<file path="config.mk">
export PLATFORM = sky130hd
export DESIGN_NAME = wht8_split
export DESIGN_NICKNAME = d
export VERILOG_FILES = /design/src/rtl/wht8_pkg.sv /design/src/rtl/wht_bfly.sv /design/src/rtl/wht4_core.sv /design/src/rtl/wht8_split.sv
export SDC_FILE = /design/constraint.sdc
export NUM_CORES = 1
export LEC_CHECK = 0
export BUFFER_PORTS_ARGS = -buffer_cell sky130_fd_sc_hd__buf_2
export CORE_MARGIN = 3
export CORE_UTILIZATION = 36
export DETAILED_ROUTE_END_ITERATION = 10
export PLACE_DENSITY_LB_ADDON = 0.3
export SLEW_MARGIN = 10
export SYNTH_ARGS = -nofsm -noshare
export SYNTH_HDL_FRONTEND = slang
export SYNTH_SLANG_ARGS = --single-unit
</file>
<file path="constraint.sdc">
create_clock -name clk -period 6.4 [get_ports clk]
set_input_delay 1.28 -clock clk [delete_from_list [all_inputs] [get_ports clk]]
set_output_delay 1.28 -clock clk [all_outputs]
set_load 0.05 [all_outputs]
</file>
<file path="src/rtl/wht8_pkg.sv">
package wht8_pkg;
   // transform size and its split
   localparam int NPTS  = 8;
   localparam int HALF  = NPTS / 2;
   // register stages from input to output: butterfly + two core stages
   localparam int LAT   = 3;
   // width added by log2(NPTS) adder levels
   localparam int GROW  = $clog2(NPTS);

   // 1 when the Sylvester matrix entry (k,n) is -1
   function automatic logic neg_entry(input int k, input int n);
      return ($countones(k & n) % 2) == 1;
   endfunction
endpackage

</file>
<file path="src/rtl/wht_bfly.sv">
// Radix-2 input butterfly: pairs element i with element i+HALF, registered.
module wht_bfly #(
   parameter int W    = 8,
   parameter int HALF = 4
) (
   input  logic                    clk,
   input  logic                    rst_n,
   input  logic [2*HALF*W-1:0]     din,
   output logic [HALF*(W+1)-1:0]   sum_o,
   output logic [HALF*(W+1)-1:0]   dif_o
);
   localparam int OW = W + 1;

   for (genvar i = 0; i < HALF; i++) begin : g_pair
      logic signed [OW-1:0] lo_e, hi_e;
      assign lo_e = OW'($signed(din[i*W +: W]));
      assign hi_e = OW'($signed(din[(i+HALF)*W +: W]));

      always_ff @(posedge clk or negedge rst_n) begin
         if (!rst_n) begin
            sum_o[i*OW +: OW] <= '0;
            dif_o[i*OW +: OW] <= '0;
         end else begin
            sum_o[i*OW +: OW] <= lo_e + hi_e;
            dif_o[i*OW +: OW] <= lo_e - hi_e;
         end
      end
   end
endmodule

</file>
<file path="src/rtl/wht4_core.sv">
// Two-stage pipelined natural-order four-point Hadamard core.
module wht4_core #(
   parameter int W = 9
) (
   input  logic               clk,
   input  logic               rst_n,
   input  logic [4*W-1:0]     din,
   output logic [4*(W+2)-1:0] dout
);
   localparam int W1 = W + 1;
   localparam int W2 = W + 2;

   logic signed [W1-1:0] e0, e1, e2, e3;
   logic signed [W1-1:0] p0, p1, p2, p3;
   logic signed [W2-1:0] q0, q1, q2, q3;

   assign e0 = W1'($signed(din[0*W +: W]));
   assign e1 = W1'($signed(din[1*W +: W]));
   assign e2 = W1'($signed(din[2*W +: W]));
   assign e3 = W1'($signed(din[3*W +: W]));

   // stage one: adjacent pair butterflies
   always_ff @(posedge clk or negedge rst_n) begin
      if (!rst_n) begin
         p0 <= '0; p1 <= '0; p2 <= '0; p3 <= '0;
      end else begin
         p0 <= e0 + e1;
         p1 <= e0 - e1;
         p2 <= e2 + e3;
         p3 <= e2 - e3;
      end
   end

   assign q0 = W2'(p0);
   assign q1 = W2'(p1);
   assign q2 = W2'(p2);
   assign q3 = W2'(p3);

   // stage two: pairs two apart, outputs land in natural order
   always_ff @(posedge clk or negedge rst_n) begin
      if (!rst_n) begin
         dout <= '0;
      end else begin
         dout[0*W2 +: W2] <= q0 + q2;
         dout[1*W2 +: W2] <= q1 + q3;
         dout[2*W2 +: W2] <= q0 - q2;
         dout[3*W2 +: W2] <= q1 - q3;
      end
   end
endmodule

</file>
<file path="src/rtl/wht8_split.sv">
module wht8_split
   import wht8_pkg::*;
#(
   parameter int IN_W = 8,
   localparam int OUT_W = IN_W + GROW
) (
   input  logic                  clk,
   input  logic                  rst_n,
   input  logic                  in_valid,
   input  logic [NPTS*IN_W-1:0]  in_samples,
   output logic                  out_valid,
   output logic [NPTS*OUT_W-1:0] out_coefs
);
   localparam int BF_W = IN_W + 1;

   if (IN_W < 2) begin : g_bad_width
      $error("wht8_split: IN_W must be at least 2");
   end
   if (OUT_W != BF_W + 2) begin : g_bad_growth
      $error("wht8_split: width growth does not match pipeline");
   end

   logic [HALF*BF_W-1:0] low_seq, high_seq;

   wht_bfly #(.W(IN_W), .HALF(HALF)) u_bfly (
      .clk   (clk),
      .rst_n (rst_n),
      .din   (in_samples),
      .sum_o (low_seq),
      .dif_o (high_seq)
   );

   // half 0 (sums) feeds coefficients 0..3, half 1 (differences) 4..7
   for (genvar h = 0; h < 2; h++) begin : g_half
      logic [HALF*BF_W-1:0] seq;
      if (h == 0) begin : g_lo
         assign seq = low_seq;
      end else begin : g_hi
         assign seq = high_seq;
      end
      wht4_core #(.W(BF_W)) u_core (
         .clk   (clk),
         .rst_n (rst_n),
         .din   (seq),
         .dout  (out_coefs[h*HALF*OUT_W +: HALF*OUT_W])
      );
   end

   logic [LAT-1:0] vpipe;
   always_ff @(posedge clk or negedge rst_n) begin
      if (!rst_n) vpipe <= '0;
      else        vpipe <= {vpipe[LAT-2:0], in_valid};
   end
   assign out_valid = vpipe[LAT-1];
endmodule

</file>
# == Word-level counts from Yosys, hierarchy flattened ==
# Index checks and enable logic that the tools add are counted.
# word_totals
ff_bits,243
out_inout_bits,89
wordCells,43
inputBits,67
# classes
n_addsub,24
# ops
operator,count
10-bit by 10-bit adder with 11-bit output,4
10-bit by 10-bit subtractor with 11-bit output,4
9-bit by 9-bit adder with 10-bit output,4
9-bit by 9-bit subtractor with 10-bit output,4
8-bit by 8-bit adder with 9-bit output,4
8-bit by 8-bit subtractor with 9-bit output,4

# == Longest topological paths before layout ==
# Gate-level depths: netlist (run 1).
# logic_depth
depth_word,1
ltp_mapped,9
mapped_depth_nobuf,9

# == By module ==
# From an unflattened synthesis (run 1), not the netlist that was laid out.
# unflattened
cells_unflattened,1582
area_unflattened_um2,15436.1
# by_module_without_submodules
module,n_inst,cells_per_inst,area_per_inst_um2,seq_area_each_um2
wht4_core at g_half[1].u_core,1,553,5395.2,1976.9
wht4_core at g_half[0].u_core,1,555,5358.9,1976.9
wht_bfly,1,471,4606.9,1701.6
wht8_split,1,3,75.1,75.1

# == Least setup slack after synthesis (run 1) ==
# OpenSTA, ideal clock, no wires.
# synth_path
path_kind,input port to flip-flop
startpoint,input port in_samples[24]
endpoint,register u_bfly.sum_o[35]
slack_ns,3.715
stages,7
required_ns,6.290
arrival_ns,2.575
setup_ns,0.110
n_path_buf,0
cell_sequence,ha_1 -> fa_1 -> nand2b_1 -> a21oi_1 -> o21ai_0 -> a21boi_0 -> o41ai_1
# synth_between
elab_chain_cells,1
# synth_rtl
item,line_no,text
"start, declared",wht8_split.sv:10,"input logic [NPTS*IN_W-1:0] in_samples,"
8-bit by 8-bit adder with 9-bit output,wht_bfly.sv:24,sum_o[i*OW +: OW] <= lo_e + hi_e;
"end signal, assigned by index",wht_bfly.sv:24,
"end, declared",wht_bfly.sv:9,"output logic [HALF*(W+1)-1:0] sum_o,"
# No other way between the ends.

==> impl_metrics.toml, run 1 <==
[status]
status = "completed"

[critical_path]
arrival_ps = 3060
cp-end-kind = "register"
startpoint = "g_half[1].u_core.p2[0]"
cpPeakStageDelay_ps = 460
critPathKind = "reg -> reg"
slowest_stage = "fa_1"
r2r-start = "g_half[1].u_core.p2[0]"
cp-start-kind = "register"
reg2regPathDepth = 8
crit_required_ps = 6830
crit_path_cell_trace = "ha_1 > inv_1 > fa_1 > o21ba_1 > or4_1 > o211ai_2 > nand4_1 > a22o_1"
path_max_fanout = 5

[grt]
grt-ovfl-total = 0
grt_usage_pct = 15.52
antenna_found_initial = 2
grt_pass1_wl_mm = 56.23
grt_pass1_vias = 10620
grt_max_degree = 115

[hold_path]
worstHoldStart = "vpipe[1]"
holdCritPathClass = "reg -> reg"
hold_depth = 0

[cts]
cts_setup_buffers = 0
clock_latency_ps = 540
ctsRootBufferMaster = "clkbuf_16"
clk_pin_slew_ps = 60
hold_buffers = 0
cts_max_level = 1
post_cts_resized = 0
clock_path_buffers = 3
numCtsBuffers = 26
cts_tree = "done"
clock-sinks = 226

[route]
wirelength_mm = 35.09
avgRoutedWirePerCell_um = 15.66
antenna_left = 0
detail_route.first_pass.iterations = 5
vias = 10880
drc = 0
dr.first_iter.drc_count = 589
avgViaCountPerCell = 4.858

[synthesis]
synth_edf_count = 0
ys_seq_area_share_pct = 37.22
synth_xor_area_share_pct = 8.588
yosys_register_bits = 226
synth_top_family_by_area = "adder cells"
syn_area_per_cell_um2 = 9.704
netlist_instances = 1566
synth_ff_type = "dfrtp_1"
ys_warn_count = 0
muxShareOfSynthArea_pct = 0.1317
synth_nets = 1865
synthSimpleGateAreaFrac_pct = 11.42
ys_async_sr_fraction_pct = 100.0
synth-compound-area-share_pct = 14.76
syn_area_um2 = 15200
synthAdderAreaFrac_pct = 20.29
ys_types = 67

[die]
io_pins = 156
num_rows = 74
dieArea_um2 = 44710
coreArea_um2 = 41290
initial_core_util_pct = 36.80
dieWidth_um = 211.5
die_h_um = 211.5

[cells_and_area]
area_growth_pct = 13.43
n_fill_cell = 4045
mostFrequentLayoutCell = "dfrtp_1"
nNetsFinal = 1987
layout_common_cells = "226 x dfrtp_1, 219 x inv_1, 208 x ha_1, 154 x buf_2, 138 x nor2_1"
utilization_pct = 41.74
final_area_um2 = 17240
layout-drive-gt1-share_pct = 13.65

[sta]
fin_skew_ps = 8.507
max_slew_margin_pct = 42.55
finalWorstPathRequiredPeriod_ps = 2636
rsz0062_at_grt = "no"
finalSetupViolations = 0
fmax_ghz = 0.3793
holdWs_ps = 353.8
fin_crit_sh_pct = 41.19
tns_ps = 0
slew_violations = 0
worst-slew-pin-transition_ps = 861.8
hold_viol = 0

[pwr]
total_power_mw = 10.01
power.static_leakage_nw = 8.376
power.density_nw_per_um2 = 581.0
ir_drop_mv = 0.2381

[placement]
place_congestion = 0.8763
dp_hpwl_mm = 28.29
placed_cell_area_um2 = 16330
io_buffers = 155

[job]
cap_violations = 0
[critical path, delay by kind of cell (launching register included)]
family / cells / cell delay, ps
buffers and inverters: 1 / 260
and+or+nand+nor: 2 / 590
AOI/OAI and AO/OA: 3 / 550
adders and majority gates: 2 / 790
DFF: 1 / 350
[routing by layer]
| metal | track usage [%] | vias to the layer above | share of wire (%) |
|---|---|---|---|
| li1 | - | 5449 | - |
| met1 | 21.88 | 5189 | 48 |
| met2 | 25.28 | 206 | 46 |
| met3 | 2.223 | 35 | 4.3 |
| met4 | 3.857 | 2 | 1.8 |
| met5 | 0 | - | 0.037 |
[report_power, final]
group          internal, mW  switching (mW)  leakage (nW)
clock                 0.944           0.598         0.437
sequential             2.09           0.324          2.65
combinational          2.18            3.87          5.29
[registers in the layout (all words and copies together), names as in the netlist]
register / cells
g_half.u_core.p2: 19
u_bfly.sum_o: 36
g_half.u_core.p0: 19
g_half.u_core.dout: 81
u_bfly.dif_o: 32
g_half.u_core.p1: 18
g_half.u_core.p3: 18
vpipe: 3
[cells by family (layout without fill, tap and decap cells)]
family	after synthesis	count (layout)
AO/OA/AOI/OAI	325	325
XOR/XNOR	149	149
adder cells (fa/ha/maj)	232	232
buffers and inverters	281	422
flip-flops	226	226
multiplexers	2	2
other	0	1
AND/OR/NAND/NOR	351	351
[worst paths after layout]
path                                        endpoint  slack (ps)
setup / recovery           g_half[0].u_core.dout[10]        3760
hold / removal                              vpipe[2]         350
setup reg to reg           g_half[0].u_core.dout[10]        3760
hold reg to reg                             vpipe[2]         350
max in group asynchronous  g_half[1].u_core.dout[24]        4490
min in group asynchronous           u_bfly.sum_o[26]         790
[layout make-up]
class | count | area, um^2 | share of cell area, %
repair buffers | 156 | 805.8 | 4.675
inverters | 219 | 822.0 | 4.769
clock buffers | 31 | 700.7 | 4.065
clock inverters | 16 | 198.9 | 1.154
flip-flops and latches | 226 | 5655 | 32.81
well taps | 532 | 665.6 | 3.862
diodes | 1 | 2.502 | 0.01452
multi-input cells | 1059 | 8386 | 48.65
[synthesized netlist by cell type, drive strengths merged, types with 3 or more instances]
master / number / share of area, %
or3: 4 / 0.16
nor3b: 11 / 0.54
a21o: 14 / 0.69
xor2: 52 / 3.0
inv: 219 / 5.4
o221ai: 6 / 0.39
a221oi: 11 / 0.63
o211ai: 8 / 0.43
o21a: 20 / 0.99
buf: 50 / 1.9
xnor2: 97 / 5.6
nor2: 138 / 3.4
o41ai: 7 / 0.40
a31o: 5 / 0.29
o221a: 4 / 0.30
o21bai: 18 / 0.89
nand3b: 13 / 0.64
o22ai: 6 / 0.25
o41a: 4 / 0.30
or2: 11 / 0.45
a2111oi: 9 / 0.81
a211oi: 5 / 0.25
clkbuf: 12 / 0.30
nor3: 33 / 1.1
o21ai: 57 / 1.9
dfrtp: 226 / 37
o31a: 8 / 0.46
a21boi: 4 / 0.20
a21oi: 80 / 2.7
a31oi: 24 / 0.99
nand2b: 16 / 0.66
nand2: 35 / 0.86
ha: 208 / 17
fa: 24 / 3.2
and3: 9 / 0.38
nand3: 22 / 0.72
o2111ai: 8 / 0.46
o21ba: 3 / 0.20
nor2b: 44 / 1.8
o311ai: 5 / 0.29
o31ai: 13 / 0.68
nand4: 6 / 0.25
[per-stage QoR]
step | worst slack, ps | instances
after floorplan | 3715 | 1566
after global placement | 3435 | 2192
after detailed placement | 3365 | 2192
after CTS | 3688 | 2239
after global routing | 3599 | 2239
final | 3764 | 2240
Note: power is estimated with default switching activity, not from simulation.
==> run 2, diff against run 1 <==
==> constraint.sdc (replaced) <==
create_clock -name clk -period 2.4 [get_ports clk]
set_input_delay 0.48 -clock clk [delete_from_list [all_inputs] [get_ports clk]]
set_output_delay 0.48 -clock clk [all_outputs]
set_load 0.05 [all_outputs]
==> run 2 against run 1 <==
  * Power rose to 2.7 times the previous value
  * Largest power group unchanged
  * Final area increased by 0.59%
  * Worst setup slack got worse by 3600 ps
  * Via count is 0.72% higher
  * Clock power increased to 2.6 times the previous value
  * Die area stayed put
  * Global-route usage rose by 0.18 points
  * Wire length grew 0.44%
  * Clock skew increased by 2.3 ps
  * First-iteration DRC count shrank 13%
  * Sequential share of layout area decreased by 0.19 points
==> impl_metrics.toml, run 2 (same netlist as run 1, synthesis figures left out) <==
[cts]
cts_tree = "done"
clk_pin_slew_ps = 60
ctsRootBufferMaster = "clkbuf_16"
clock_latency_ps = 540
cts_max_level = 1
cts_setup_buffers = 0
clock_path_buffers = 3
clock-sinks = 226
numCtsBuffers = 26

[route]
avgRoutedWirePerCell_um = 15.63
detail_route.first_pass.iterations = 4
antenna_left = 0
wirelength_mm = 35.24
drc = 0
avgViaCountPerCell = 4.862
vias = 10960
dr.first_iter.drc_count = 513

[cells_and_area]
n_fill_cell = 4007
mostFrequentLayoutCell = "dfrtp_1"
largest_reg_flops = 81
nNetsFinal = 2000
area_growth_pct = 14.10
layout_common_cells = "226 x dfrtp_1, 219 x inv_1, 208 x ha_1, 154 x buf_2, 138 x nor2_1"
seq_area_um2 = 5655
layout-drive-gt1-share_pct = 14.64
utilization_pct = 41.99
instances_no_fill = 2254
regMostFlops = "g_half.u_core.dout"
largestRegisters = "g_half.u_core.dout (81), u_bfly.sum_o (36), u_bfly.dif_o (32)"
multi_input_area_um2 = 8399

[pwr]
power.density_nw_per_um2 = 1538
p_sw_share_pct = 48.11
ir_drop_mv = 0.6859
pwr-share-comb_pct = 61.0
p_seq_share_pct = 24.1
power.share.clock_pct = 14.9
internal_power_mw = 13.84
switching_power_mw = 12.83
power.static_leakage_nw = 8.421

[sta]
fin_crit_sh_pct = 93.04
finalWorstPathRequiredPeriod_ps = 2233
finalSetupViolations = 0
holdWs_ps = 49.16
fmax_ghz = 0.4478
slew_violations = 0
tns_ps = 0
fin_skew_ps = 10.78
setup_slack_ps = 167.0
hold_viol = 0
max_slew_margin_pct = 63.46
worst-slew-pin-transition_ps = 544.8

[placement]
placedCellCount = 2204
place_ws_ps = -103.9
io_buffers = 155
place_congestion = 0.8710
dp_hpwl_mm = 28.78

[critical_path]
path_max_fanout = 3
r2r_slack_ps = 170
crit_end = "g_half[0].u_core.p3[8]"
r2r_end = "g_half[0].u_core.p3[8]"
cp-end-kind = "register"
reg2regPathDepth = 9
startpoint = "u_bfly.sum_o[18]"
crit_required_ps = 2860
arrival_ps = 2690
cp-start-kind = "register"
critPathKind = "reg -> reg"
r2r-start = "u_bfly.sum_o[18]"

[status]
status = "completed"

[hold_path]
holdCritPathClass = "in -> reg"
hold_depth = 1

[grt]
grt_usage_pct = 15.70
antenna_found_initial = 1
grt_pass1_vias = 10860
grt_max_degree = 73
grt-ovfl-total = 0
grt_pass1_wl_mm = 57.26

[die]
coreArea_um2 = 41290
num_rows = 74
dieArea_um2 = 44710
initial_core_util_pct = 36.80
io_pins = 156
dieWidth_um = 211.5
die_h_um = 211.5

[job]
cap_violations = 0
run 2: changes by cell type in the layout (fill, tap and decap cells not counted), sizes merged:
cell,previous run,this run
clkinv,8,7
clkinvlp,3,7
buf,156,168
clkbuf,31,27
bufinv,4,2
dlygate4sd3,0,1
inv,220,224
run 2: worst min-delay path by stage:
stage	startpoint	endpoint	slack (ps)
after floorplan	rst_n	g_half[0].u_core.dout[10]	180
after global placement	vpipe[0]	vpipe[1]	330
after detailed placement	vpipe[0]	vpipe[1]	340
after CTS	in_valid	vpipe[0]	20
after global routing	in_valid	vpipe[0]	30
final	in_valid	vpipe[0]	50
run 2: power by group through the flow:
stage                     clock (mW)  combinational [mW]  sequential (mW)
final                           3.97                16.3             6.42
after detailed placement           0                16.3             6.55
after floorplan                    0                10.2             8.73
after global routing            4.26                17.9             6.63
after CTS                       4.10                16.4             6.49
after global placement             0                16.2             6.51
run 2: critical path, stage by stage, from the launching register on:
cell	delay [ps]
dfrtp_1	400
inv_1	60
ha_1	180
inv_1	90
fa_1	420
a21oi_2	190
o221ai_1	160
or3_1	340
a31oi_2	190
xnor2_1	130
run 2: routing by layer:
metal,vias up,share of wire [%],track usage (%)
met3,29,4.7,2.193
met5,-,0,0
met4,0,1.5,3.326
met2,217,46,25.92
met1,5225,48,22.12
li1,5488,-,-
run 2: what timing repair did:
action                                  in CTS  in global routing
resized for setup                            0                  3
hold buffers                                 1                  0
endpoints found under the setup margin       0                  2
hold endpoints to repair                    62                  0
run 2: final cells by class:
type	instances	share of cell area [%]
repair buffers	169	5.297
well taps	532	3.839
diodes	1	0.01443
flip-flops and latches	226	32.62
clock inverters	21	1.147
multi-input cells	1059	48.44
inverters	219	4.741
clock buffers	27	3.897
run 2: metrics by stage:
| step | cell area, um^2 | power (mW) |
|---|---|---|
| 5_1_grt | 17340 | 28.79 |
| 4_1_cts | 17320 | 26.94 |
| 3_3_place_gp | 16440 | 22.68 |
| 2_1_floorplan | 15200 | 18.95 |
| 3_5_place_dp | 16440 | 22.83 |
| 6_report | 17340 | 26.67 |
==> run 3, diff against run 2 <==
--- a/config.mk
+++ b/config.mk
@@ -10,6 +10,7 @@
 export CORE_UTILIZATION = 36
 export DETAILED_ROUTE_END_ITERATION = 10
 export PLACE_DENSITY_LB_ADDON = 0.3
+export RECOVER_POWER = 50
 export SLEW_MARGIN = 10
 export SYNTH_ARGS = -nofsm -noshare
 export SYNTH_HDL_FRONTEND = slang
==> run 3 against run 2 <==
  * Wire length is essentially flat
  * Die area unchanged
  * Highest routed layer unchanged
  * Maximum frequency barely moved
  * Largest cell class unchanged
  * Register-to-register slack hardly changed
  * Via count is 0.18% higher
  * Non-clock buffer count unchanged
  * Clock power hardly changed
  * The flow now finishes with violations (max-capacitance violations, max-slew violations)
==> impl_metrics.toml, run 3 (same netlist as run 1, synthesis figures left out) <==
[status]
status = "finished, violations left"
violations = "max-capacitance violations, max-slew violations"

[pwr]
power.density_nw_per_um2 = 1540
power.static_leakage_nw = 8.389
p_seq_share_pct = 24.1
internal_power_mw = 13.84
power.share.clock_pct = 14.9
pwr-share-comb_pct = 61.0
ir_drop_mv = 0.6870
switching_power_mw = 12.83
p_sw_share_pct = 48.11

[critical_path]
path_max_fanout = 3
slowest_stage = "fa_1"
reg2regPathDepth = 9
cp-end-kind = "register"
cp_common_cell = "inv_1"
startpoint = "u_bfly.sum_o[18]"
arrival_ps = 2690
r2r_slack_ps = 170
cpPeakStageDelay_ps = 420
path_delay_family = "adder cells"
path_buf_inv = 2
crit_required_ps = 2860
cp-start-kind = "register"
r2r-start = "u_bfly.sum_o[18]"
r2r_end = "g_half[0].u_core.p3[8]"
critPathKind = "reg -> reg"
crit_cells = 9
crit_path_cell_trace = "inv_1 > ha_1 > inv_1 > fa_1 > a21oi_2 > o221ai_1 > or3_1 > a31oi_2 > xnor2_1"

[sta]
worst-slew-pin-transition_ps = 1570
fin_skew_ps = 10.77
slew_violations = 65
fin_crit_sh_pct = 93.04
finalWorstPathRequiredPeriod_ps = 2233
hold_viol = 0
fmax_ghz = 0.4478
finalSetupViolations = 0
setup_slack_ps = 166.9
tns_ps = 0
max_slew_margin_pct = -4.649

[die]
dieWidth_um = 211.5
dieArea_um2 = 44710
num_rows = 74
io_pins = 156
die_h_um = 211.5
coreArea_um2 = 41290
initial_core_util_pct = 36.80

[grt]
grt_max_degree = 73
grt_usage_pct = 15.70
antenna_found_initial = 1
grt_pass1_wl_mm = 57.26
grt_pass1_vias = 10860
grt-ovfl-total = 0

[cells_and_area]
area_growth_pct = 13.93
n_fill_cell = 4016
nNetsFinal = 2000
largest_reg_flops = 81
layout-drive-gt1-share_pct = 14.06
layout_common_cells = "226 x dfrtp_1, 219 x inv_1, 208 x ha_1, 145 x buf_2, 138 x nor2_1"
regMostFlops = "g_half.u_core.dout"
mostFrequentLayoutCell = "dfrtp_1"
largestRegisters = "g_half.u_core.dout (81), u_bfly.sum_o (36), u_bfly.dif_o (32)"

[placement]
dp_hpwl_mm = 28.78
place_ws_ps = -103.9
place_congestion = 0.8710
io_buffers = 155

[cts]
cts_max_level = 1
clock_path_buffers = 3
clock_latency_ps = 540
clk_pin_slew_ps = 60
numCtsBuffers = 26
cts_tree = "done"
clock-sinks = 226
ctsRootBufferMaster = "clkbuf_16"

[job]
cap_violations = 1

[hold_path]
holdCritPathClass = "in -> reg"
hold_depth = 1
holdPathEnd = "vpipe[0]"
worstHoldStart = "in_valid"

[route]
drc = 0
detail_route.first_pass.iterations = 4
antenna_left = 0
wirelength_mm = 35.26
avgRoutedWirePerCell_um = 15.64
vias = 10980
dr.first_iter.drc_count = 504
avgViaCountPerCell = 4.871
## run 3: how the worst max path moves through the flow
| stage | end | slack, ps |
|---|---|---|
| after global placement | u_bfly.sum_o[15] | -110 |
| final | g_half[0].u_core.p3[8] | 170 |
| after global routing | g_half[0].u_core.p3[8] | -8 |
| after floorplan | g_half[0].u_core.dout[10] | 270 |
| after CTS | g_half[0].u_core.p3[8] | 110 |
| after detailed placement | u_bfly.sum_o[15] | -100 |
## run 3: power groups by stage
stage | Clock [mW] | Sequential [mW] | Combinational, mW
floorplan | 0 | 8.73 | 10.2
global placement | 0 | 6.51 | 16.2
detailed placement | 0 | 6.55 | 16.3
CTS | 4.10 | 6.49 | 16.4
global route | 4.26 | 6.63 | 17.9
finish | 3.97 | 6.42 | 16.3
## run 3: repair_timing
item                       CTS  global route
gates resized for setup      0             3
setup buffers                0             0
setup endpoints to repair    0             2
hold endpoints to repair    62             0
hold buffers                 1             0
## run 3: through the flow
stage / total power, mW / cell area, um^2 / std cells / utilization, % / hold WS [ps]
2_1_floorplan: 18.95 / 15200 / 1566 / - / 184.4
3_3_place_gp: 22.68 / 16440 / 2204 / 39.80 / 333.2
3_5_place_dp: 22.83 / 16440 / 2204 / 39.80 / 337.3
4_1_cts: 26.94 / 17320 / 2253 / 41.95 / 24.85
5_1_grt: 28.79 / 17310 / 2253 / 41.92 / 30.47
6_report: 26.66 / 17310 / 2254 / 41.93 / 48.64
## run 3: routing by layer
metal  up-vias  wire length [um]  global-route usage, %
li1       5491                 -                      -
met1      5241             16760                  22.12
met2       218             16310                  25.92
met3        29              1681                  2.193
met4         0               515                  3.326
met5         -                 0                      0
## run 3: worst register-to-register path: cells and delay by family (launching register included)
family / cells / cell delay (ps)
flip-flops: 1 / 400
AND/OR/NAND/NOR: 1 / 340
XOR/XNOR: 1 / 130
AO/OA/AOI/OAI: 3 / 540
buffers and inverters: 2 / 150
adder cells (fa/ha/maj): 2 / 600
## run 3: cell type report
type | instances | area, um^2 | share of cell area, %
clock inverter | 21 | 198.9 | 1.149
multi-input combinational | 1059 | 8399 | 48.51
inverter | 219 | 822.0 | 4.748
timing repair buffer | 169 | 893.4 | 5.160
clock buffer | 27 | 675.6 | 3.903
antenna | 1 | 2.502 | 0.01445
tap | 532 | 665.6 | 3.845
sequential | 226 | 5655 | 32.67
